==> config.mk <==
export PLATFORM = sky130hd
export DESIGN_NAME = mdix_link_seq
export DESIGN_NICKNAME = d
export VERILOG_FILES = /design/src/rtl/mdix_pkg.sv /design/src/rtl/mdix_datapath.sv /design/src/rtl/mdix_control.sv /design/src/rtl/mdix_link_seq.sv
export SDC_FILE = /design/constraint.sdc
export NUM_CORES = 1
export LEC_CHECK = 0
export ABC_AREA = 1
export ABC_CLOCK_PERIOD_IN_PS = 1900
export BUFFER_PORTS_ARGS = -buffer_cell sky130_fd_sc_hd__buf_2
export CAP_MARGIN = 20
export CORE_AREA = 2 2 85 79
export CTS_CLUSTER_DIAMETER = 200
export DETAILED_ROUTE_END_ITERATION = 7
export DIE_AREA = 0 0 87 81
export PLACE_DENSITY_LB_ADDON = 0.1
export SYNTH_ARGS = -nofsm -noshare
export SYNTH_HDL_FRONTEND = slang
export SYNTH_SLANG_ARGS = --single-unit
export TNS_END_PERCENT = 30
==> constraint.sdc <==
create_clock -name clk -period 1.9 [get_ports clk]
set_input_delay 0.19 -clock clk [delete_from_list [all_inputs] [get_ports clk]]
set_output_delay 0.19 -clock clk [all_outputs]
set_load 0.005 [all_outputs]
==> src/rtl/mdix_pkg.sv <==
package mdix_pkg;

  localparam logic [4:0] REG_BSR    = 5'd1;
  localparam logic [4:0] REG_ADV    = 5'd4;
  localparam logic [4:0] REG_LPADV  = 5'd5;
  localparam logic [4:0] REG_ANEXP  = 5'd6;
  localparam logic [4:0] REG_VSTAT  = 5'd31;

  localparam int BIT_LINK     = 2;
  localparam int BIT_NEGDONE  = 5;
  localparam int BIT_ANABLE   = 3;
  localparam int BIT_CODE_LO  = 2;
  localparam int BIT_LPAN     = 0;
  localparam int BIT_PAUSE    = 10;

  localparam int STAT_LINK  = 0;
  localparam int STAT_FAST  = 1;
  localparam int STAT_FULL  = 2;
  localparam int STAT_PAUSE = 3;
  localparam int STAT_W     = 4;

  typedef enum logic [2:0] {
    S_IDLE, S_DEC, S_DELAY, S_REQ, S_WAIT, S_FAIL, S_FINISH
  } seqState_t;

  typedef enum logic [2:0] {
    PH_POLL, PH_CONFIRM, PH_VSTAT, PH_ANEXP, PH_ADV, PH_LPADV
  } readPhase_t;

  typedef struct packed {
    logic arm;
    logic decRetry;
    logic loadDelay;
    logic tickDelay;
    logic toggleSel;
    logic capConfirm;
    logic capSpeed;
    logic setPause;
    logic publish;
    logic markFail;
  } seqStrobe_t;

  typedef struct packed {
    logic       linkUp;
    logic       negDone;
    logic       anAble;
    logic [2:0] spdCode;
    logic       partnerAn;
    logic       pauseBit;
  } rspFields_t;

  // returns {fullDuplex, fast}
  function automatic logic [1:0] decodeMode(input logic [2:0] code);
    case (code)
      3'd1:    decodeMode = 2'b00;
      3'd5:    decodeMode = 2'b10;
      3'd2:    decodeMode = 2'b01;
      3'd6:    decodeMode = 2'b11;
      default: decodeMode = 2'b00;
    endcase
  endfunction

endpackage

==> src/rtl/mdix_datapath.sv <==
module mdix_datapath
  import mdix_pkg::*;
#(
  parameter int unsigned RETRY_DELAY  = 500_000_000,
  parameter int unsigned RETRY_BUDGET = 100
) (
  input  logic              clk,
  input  logic              rstN,
  input  seqStrobe_t        stb,
  input  rspFields_t        rsp,
  output logic              retryLast,
  output logic              delayZero,
  output logic              anAble,
  output logic              xoverSel,
  output logic              done,
  output logic              linkFail,
  output logic [STAT_W-1:0] portStatus
);

  localparam int RET_W = $clog2(RETRY_BUDGET + 1);
  localparam int DLY_W = $clog2(RETRY_DELAY + 1);
  localparam logic [RET_W-1:0] RET_INIT = RET_W'(RETRY_BUDGET);
  localparam logic [DLY_W-1:0] DLY_INIT = DLY_W'(RETRY_DELAY - 1);

  logic [RET_W-1:0] retryCnt;
  logic [DLY_W-1:0] delayCnt;
  logic             fastPend;
  logic             fullPend;
  logic             pausePend;
  logic [1:0]       mode;

  assign retryLast = (retryCnt <= RET_W'(1));
  assign delayZero = (delayCnt == '0);
  assign mode      = decodeMode(rsp.spdCode);

  // retry budget and inter-poll wait
  always_ff @(posedge clk or negedge rstN) begin
    if (!rstN) begin
      retryCnt <= '0;
      delayCnt <= '0;
    end else begin
      if (stb.arm)            retryCnt <= RET_INIT;
      else if (stb.decRetry)  retryCnt <= retryCnt - RET_W'(1);
      if (stb.loadDelay)      delayCnt <= DLY_INIT;
      else if (stb.tickDelay) delayCnt <= delayCnt - DLY_W'(1);
    end
  end

  // wiring select
  always_ff @(posedge clk or negedge rstN) begin
    if (!rstN)              xoverSel <= 1'b0;
    else if (stb.arm)       xoverSel <= 1'b0;
    else if (stb.toggleSel) xoverSel <= ~xoverSel;
  end

  // results gathered during the resolution chain
  always_ff @(posedge clk or negedge rstN) begin
    if (!rstN) begin
      anAble    <= 1'b0;
      fastPend  <= 1'b0;
      fullPend  <= 1'b0;
      pausePend <= 1'b0;
    end else if (stb.arm) begin
      anAble    <= 1'b0;
      fastPend  <= 1'b0;
      fullPend  <= 1'b0;
      pausePend <= 1'b0;
    end else begin
      if (stb.capConfirm) anAble <= rsp.anAble;
      if (stb.capSpeed) begin
        fastPend <= mode[0];
        fullPend <= mode[1];
      end
      if (stb.setPause) pausePend <= 1'b1;
    end
  end

  // published outcome
  always_ff @(posedge clk or negedge rstN) begin
    if (!rstN) begin
      portStatus <= '0;
      done       <= 1'b0;
      linkFail   <= 1'b0;
    end else begin
      done <= stb.publish | stb.markFail;
      if (stb.publish) begin
        portStatus[STAT_LINK]  <= 1'b1;
        portStatus[STAT_FAST]  <= fastPend;
        portStatus[STAT_FULL]  <= fullPend;
        portStatus[STAT_PAUSE] <= pausePend;
      end
      if (stb.arm)           linkFail <= 1'b0;
      else if (stb.markFail) linkFail <= 1'b1;
    end
  end

endmodule

==> src/rtl/mdix_control.sv <==
module mdix_control
  import mdix_pkg::*;
(
  input  logic       clk,
  input  logic       rstN,
  input  logic       start,
  input  logic       rspDone,
  input  rspFields_t rsp,
  input  logic       retryLast,
  input  logic       delayZero,
  input  logic       anAble,
  output seqStrobe_t stb,
  output logic       reqValid,
  output logic [4:0] reqReg,
  output logic       busy
);

  seqState_t  state, stateNext;
  readPhase_t phase, phaseNext;

  always_ff @(posedge clk or negedge rstN) begin
    if (!rstN) begin
      state <= S_IDLE;
      phase <= PH_POLL;
    end else begin
      state <= stateNext;
      phase <= phaseNext;
    end
  end

  always_comb begin
    case (phase)
      PH_POLL, PH_CONFIRM: reqReg = REG_BSR;
      PH_VSTAT:            reqReg = REG_VSTAT;
      PH_ANEXP:            reqReg = REG_ANEXP;
      PH_ADV:              reqReg = REG_ADV;
      PH_LPADV:            reqReg = REG_LPADV;
      default:             reqReg = REG_BSR;
    endcase
  end

  assign reqValid = (state == S_REQ);
  assign busy     = (state != S_IDLE);

  always_comb begin
    stateNext = state;
    phaseNext = phase;
    stb       = '0;
    case (state)
      S_IDLE: begin
        if (start) begin
          stb.arm   = 1'b1;
          phaseNext = PH_POLL;
          stateNext = S_DEC;
        end
      end
      S_DEC: begin
        stb.decRetry = 1'b1;
        if (retryLast) begin
          stateNext = S_FAIL;
        end else begin
          stb.loadDelay = 1'b1;
          stateNext     = S_DELAY;
        end
      end
      S_DELAY: begin
        if (delayZero) stateNext = S_REQ;
        else           stb.tickDelay = 1'b1;
      end
      S_REQ: stateNext = S_WAIT;
      S_WAIT: begin
        if (rspDone) begin
          stateNext = S_FINISH;
          case (phase)
            PH_POLL: begin
              if (rsp.linkUp) begin
                phaseNext = PH_CONFIRM;
                stateNext = S_REQ;
              end else begin
                stb.toggleSel = 1'b1;
                stateNext     = S_DEC;
              end
            end
            PH_CONFIRM: begin
              stb.capConfirm = 1'b1;
              if (rsp.negDone) begin
                phaseNext = PH_VSTAT;
                stateNext = S_REQ;
              end
            end
            PH_VSTAT: begin
              stb.capSpeed = 1'b1;
              if (anAble) begin
                phaseNext = PH_ANEXP;
                stateNext = S_REQ;
              end
            end
            PH_ANEXP: begin
              if (rsp.partnerAn) begin
                phaseNext = PH_ADV;
                stateNext = S_REQ;
              end
            end
            PH_ADV: begin
              if (rsp.pauseBit) begin
                phaseNext = PH_LPADV;
                stateNext = S_REQ;
              end
            end
            PH_LPADV: stb.setPause = rsp.pauseBit;
            default:  stateNext = S_FINISH;
          endcase
        end
      end
      S_FAIL: begin
        stb.markFail = 1'b1;
        stateNext    = S_IDLE;
      end
      S_FINISH: begin
        stb.publish = 1'b1;
        stateNext   = S_IDLE;
      end
      default: stateNext = S_IDLE;
    endcase
  end

endmodule

==> src/rtl/mdix_link_seq.sv <==
module mdix_link_seq
  import mdix_pkg::*;
#(
  parameter int unsigned RETRY_DELAY  = 500_000_000,
  parameter int unsigned RETRY_BUDGET = 100
) (
  input  logic        clk,
  input  logic        rstN,
  input  logic        start,
  output logic        xoverSel,
  output logic        mgmtReqValid,
  output logic [4:0]  mgmtReqReg,
  input  logic        mgmtRspDone,
  input  logic [15:0] mgmtRspData,
  output logic        busy,
  output logic        done,
  output logic        linkFail,
  output logic [3:0]  portStatus
);

  seqStrobe_t stb;
  rspFields_t rsp;
  logic       retryLast;
  logic       delayZero;
  logic       anAble;
  logic       unusedRspBits;

  assign rsp.linkUp    = mgmtRspData[BIT_LINK];
  assign rsp.negDone   = mgmtRspData[BIT_NEGDONE];
  assign rsp.anAble    = mgmtRspData[BIT_ANABLE];
  assign rsp.spdCode   = mgmtRspData[BIT_CODE_LO +: 3];
  assign rsp.partnerAn = mgmtRspData[BIT_LPAN];
  assign rsp.pauseBit  = mgmtRspData[BIT_PAUSE];
  assign unusedRspBits = &{1'b0, mgmtRspData};

  mdix_control i_ctrl (
    .clk       (clk),
    .rstN      (rstN),
    .start     (start),
    .rspDone   (mgmtRspDone),
    .rsp       (rsp),
    .retryLast (retryLast),
    .delayZero (delayZero),
    .anAble    (anAble),
    .stb       (stb),
    .reqValid  (mgmtReqValid),
    .reqReg    (mgmtReqReg),
    .busy      (busy)
  );

  mdix_datapath #(
    .RETRY_DELAY  (RETRY_DELAY),
    .RETRY_BUDGET (RETRY_BUDGET)
  ) i_dp (
    .clk        (clk),
    .rstN       (rstN),
    .stb        (stb),
    .rsp        (rsp),
    .retryLast  (retryLast),
    .delayZero  (delayZero),
    .anAble     (anAble),
    .xoverSel   (xoverSel),
    .done       (done),
    .linkFail   (linkFail),
    .portStatus (portStatus)
  );

endmodule

After elaboration in Yosys (flattened, before gate mapping)
Index checks and enable logic that the tools add are counted. W data, S select, Z words.

Flip-flop bits (word level): 53. Output and inout bits: 14. Word-level logic and storage cells: 107.

Add/subtract/negate cells: 2. Order comparisons: 1. Equality and inequality tests: 23. Multiplexer cells: 53. Bitwise operators: 2. Reduce and logical (&&, ||, !) cells: 14.

Operators by type and width (count): $mux W29 (2); $mux W3 (15); $pmux W3 S5 (3); $logic_not A29 Y1 (1); $sub A29 B1 Y29 const B (1); $mux W1 (24); $eq A3 B3 Y1 const B (7); $pmux W5 S4 (1); $reduce_bool A2 Y1 (8); $eq A3 B2 Y1 const B (5); $ne A3 B3 Y1 const B (5); $mux W7 (2); $reduce_and A9 Y1 (1); $mux W4 (2); $le A7 B1 Y1 const B (1); $sub A7 B1 Y7 const B (1); $eq A3 B1 Y1 const B (2); $logic_not A3 Y1 (2); $ne A2 B2 Y1 const B (3); $ne A6 B3 Y1 const B (1); $pmux W2 S3 (1); $pmux W3 S2 (1); $mux W2 (2); $reduce_and A3 Y1 (1); other kinds (3) (3).

Longest topological paths before layout
Depth after elaboration: 6. Depth in mapped cells: 13. Mapped depth without buffers: 12.

Cells and area by module
From an unflattened synthesis, not the netlist that was laid out.

Cell total of the unflattened synthesis: 444. Area, all modules: 3190.6 um^2.

By module, submodules not included: mdix_datapath (times used 1, cells each 338, area each 2527.4 um^2); mdix_control (times used 1, cells each 106, area each 663.1 um^2).

Least setup slack after synthesis
Ideal clock, no wire load.

Path kind: reg-to-reg. Start point: reg i_dp.delayCnt[0]. End point: reg i_dp.delayCnt[16]. Setup time: 0.123 ns. Data arrival time: 1.447 ns. Setup slack: 0.330 ns. Cell stages (with the launch flop): 9. Path buffers: 0. Clock period less this slack: 1.570 ns. Cell sequence: dfrtp_1 inv_1 ha_1 nand2_1 nor2_1 nand2_1 xnor2_1 o21ai_0 nand2_1.

Cells in the longest elaborated chain, start to end: 4. Elaborated cells between the ends (all ways): 7. Classes of those cells: 1 x add/sub; 4 x mux; 2 x reduce/logical.

Ends and longest elaborated chain: start: declaration (RTL line mdix_datapath.sv:26) `logic [DLY_W-1:0] delayCnt;`; start signal: assignment (RTL line mdix_datapath.sv:45) `else if (stb.tickDelay) delayCnt <= delayCnt - DLY_W'(1);`; parallel branches: the longest is 4 deep, another holds $sub A29 B1 Y29.

Several ways; the timed one is not identified. The select of a mux whose other input is x is not followed. A chain may end at the register's enable or synchronous reset.

Final worst setup path
Start point: reg i_dp.delayCnt[9]. End point: reg i_dp.delayCnt[21].

Same word-level chain as after synthesis.

==> results_dict.tcl <==
set metrics [dict create \
    syn_nets 498 \
    num_antenna_cells 0 \
    grt_pass1_wl_um 13300 \
    cp_slowest_stage_delay_ns 0.44 \
    max_slew.worst_pin.slew_ns 0.467 \
    place_hpwl_um 5770 \
    slew_headroom_pct 68.9 \
    vias 3109 \
    totalWireLength_um 7820 \
    dpl_worst_slack_ns 0.100 \
    antenna_found_initial 0 \
    synth_area_leaders "dfrtp_1, nand2_1, nor2_1, nand3_1, inv_1" \
    ios 34 \
    cp_slowest_cell "dfrtp_1" \
    die_w_um 87 \
    cts_made_buffers 5 \
    pwr-share-clk_pct 16.6 \
    gp_congestion 0.844 \
    syn_area_per_cell_um2 6.93 \
    grt_use_total_pct 23.6 \
    period_needed_ns 1.75 \
    overflow 0 \
    crit_buf_inv 2 \
    initial_utilization_pct 52.4 \
    core_um2 6270 \
    cp_cell_sequence "nor2_1, nand2_1, nor2_4, nand2_2, inv_2, nand2_2, nand2_4, nand2_8, clkinv_8, nand2_1, nand2_1" \
    pwr-share-seq_pct 33.9 \
    cp-start-kind "flop" \
    cts_tree "yes" \
    path_delay_family "simple AND/OR/NAND/NOR gates" \
    rows 28 \
    setup_viol 0 \
    clockBufferDepth 2 \
    setup_slack_ns 0.145 \
    clock-sinks 53 \
    ys_seq_area_share_pct 40.4 \
    yosys_register_bits 53 \
    final_layout_size_suffix_gt1_share_pct 11.8 \
    yosys_warnings 0 \
    critPathMostFrequentCell "nand2_1" \
    p_total_w 0.00546 \
    drtIter0Drc 243 \
    wire_per_inst_um 13.4 \
    drc 0 \
    ir_drop_v 0.000806 \
    intPower_w 0.00295 \
    synthCells 474 \
    cts_root_buffer "clkbuf_8" \
    rsz0062_at_grt "no" \
    critPathCaptureType "flop" \
    drt-vias-per-instance 5.31 \
    grt_pass1_vias 2910 \
    p_sw_w 0.00251 \
    postCtsSetupBuffers 0 \
    p_sw_share_pct 46.0 \
    port_buffers 23 \
    clock_skew_ns 0.00740 \
    cts_max_level 2 \
    ys_types 34 \
    fmax_ghz 0.570 \
    clkLatencyLatePin_ns 0.30 \
    cap_viol_max_count 0 \
    finalHoldViolations 0 \
    status "finished clean" \
    fin_crit_sh_pct 92.3 \
    slew_viol_final 0 \
    area_delta_synth_final_pct 12.9 \
    synthesis.area_um2 3290 \
    critPathRequiredTime_ns 2.14 \
    final.setup.tns_ns 0 \
    arrival_ns 2.00 \
    synth_area_leader_cell "dfrtp_1" \
    combPwrFrac_pct 49.5 \
    path_clk_slew_ns 0.10 \
    hold_class "input port to flop" \
    crit_fanout 21 \
    leakagePower_nw 1.93 \
    yosys.area.top_type_share_pct 40.4 \
    die_area_um2 7050 \
    p_per_area_nw_per_um2 1470 \
    worstSetupPathType "flop to flop" \
    fin_nets 533 \
    die_h_um 81 \
    grt_max_degree 35 \
    firstDrtPassIters 4 \
    postRouteAntennaNets 0 \
]
[placed cells by master (no fill, tap or decap), types with 4 or more instances in the layout]
| cell | netlist | final |
|---|---|---|
| buf_2 | 3 | 23 |
| o21ai_0 | 25 | 25 |
| dfrtp_1 | 53 | 53 |
| inv_2 | 4 | 4 |
| o21ai_1 | 7 | 7 |
| xnor2_1 | 9 | 9 |
| nand3_1 | 41 | 41 |
| ha_1 | 4 | 4 |
| nand2_1 | 139 | 139 |
| inv_1 | 52 | 52 |
| clkbuf_8 | 0 | 5 |
| nor2_1 | 77 | 77 |
| nand4_1 | 14 | 14 |
| a21oi_1 | 14 | 14 |
| buf_4 | 1 | 11 |
[worst paths after layout]
path                                         startpoint                            end  slack (ns)  cells after the start
max                        i_dp.delayCnt[9]$_DFFE_PN0P_  i_dp.delayCnt[21]$_DFFE_PN0P_        0.15                     11
min                                     mgmtRspData[10]     i_dp.pausePend$_DFFE_PN0P_        0.14                      3
max reg2reg                i_dp.delayCnt[9]$_DFFE_PN0P_  i_dp.delayCnt[21]$_DFFE_PN0P_        0.15                     11
min reg2reg                   i_dp.xoverSel$_DFFE_PN0P_      i_dp.xoverSel$_DFFE_PN0P_        0.47                      1
max in group asynchronous                          rstN   i_dp.delayCnt[6]$_DFFE_PN0P_        0.99                      3
min in group asynchronous                          rstN   i_dp.retryCnt[5]$_DFFE_PN0P_        0.36                      2
[power by group through the flow]
stage	clock network [W]	registers, W	logic, W
2_1_floorplan	0	0.00179	0.00207
3_3_place_gp	0	0.00186	0.00257
3_5_place_dp	0	0.00187	0.00262
4_1_cts	0.000926	0.00184	0.00264
5_1_grt	0.000970	0.00191	0.00307
6_report	0.000909	0.00185	0.00270
[cells in the mapped netlist]
library cell,number
nand2_1,139
nor2_1,77
dfrtp_1,53
inv_1,52
nand3_1,41
o21ai_0,25
a21oi_1,14
nand4_1,14
xnor2_1,9
o21ai_1,7
ha_1,4
inv_2,4
buf_2,3
buf_6,3
nor3_1,3
o21bai_1,3
xor2_1,3
nand2_2,2
nand2_4,2
nor2_4,2
a22oi_1,1
a31o_2,1
a31oi_1,1
buf_4,1
buf_8,1
clkbuf_1,1
clkinv_4,1
nand3_2,1
nand3b_1,1
nor3_2,1
o2111ai_1,1
o211ai_1,1
o21ai_2,1
or2_2,1
[sequential cells by signal, indices dropped and copies added (netlist names), 3 cells and up]
| name | count |
|---|---|
| i_ctrl.phase | 3 |
| i_dp.retryCnt | 7 |
| i_ctrl.state | 3 |
| i_dp.delayCnt | 29 |
| i_dp.portStatus | 4 |
[routing by layer]
layer	part of all wire [%]	global-route usage, %	up-vias
met2	46	38.6	68
met4	0.72	5.78	0
met1	49	33.4	1449
li1	-	-	1586
met5	0	0	-
met3	3.7	2.95	6
[worst min-delay path, stage by stage]
cell     delay [ns]
buf_2          0.09
nand2_1        0.07
o21ai_0        0.07
[kinds of logic after synthesis]
logic type	Yosys count	synth area share (%)
buffers and inverters	66	8.95
flip-flops	53	40.4
XOR/XNOR	12	3.20
adder cells (fa/ha/maj)	4	1.52
AO/OA/AOI/OAI	55	9.14
AND/OR/NAND/NOR	284	36.8
[repair_timing]
item | in CTS | in global routing
setup endpoints to repair | 0 | 20
hold buffers | 1 | 0
endpoints found under the hold margin | 19 | 0
resized for setup | 0 | 4
[through the flow]
stage,std cells,hold WS (ns),area (um2),util (%)
after floorplan,474,-0.106,3290,-
after global placement,576,0.173,3540,56.5
after detailed placement,576,0.177,3540,56.5
after CTS,585,0.130,3690,58.8
after global routing,585,0.185,3710,59.2
final,585,0.143,3710,59.2
[cell type report]
cell class | count | area, um2
multi-input combinational | 355 | 1680
fill | 584 | 2560
inverter | 57 | 226
sequential | 53 | 1330
tap | 75 | 93.8
clock inverter | 3 | 65.1
timing repair buffer | 37 | 248
clock buffer | 5 | 68.8
(Power assumes the default switching activity.)
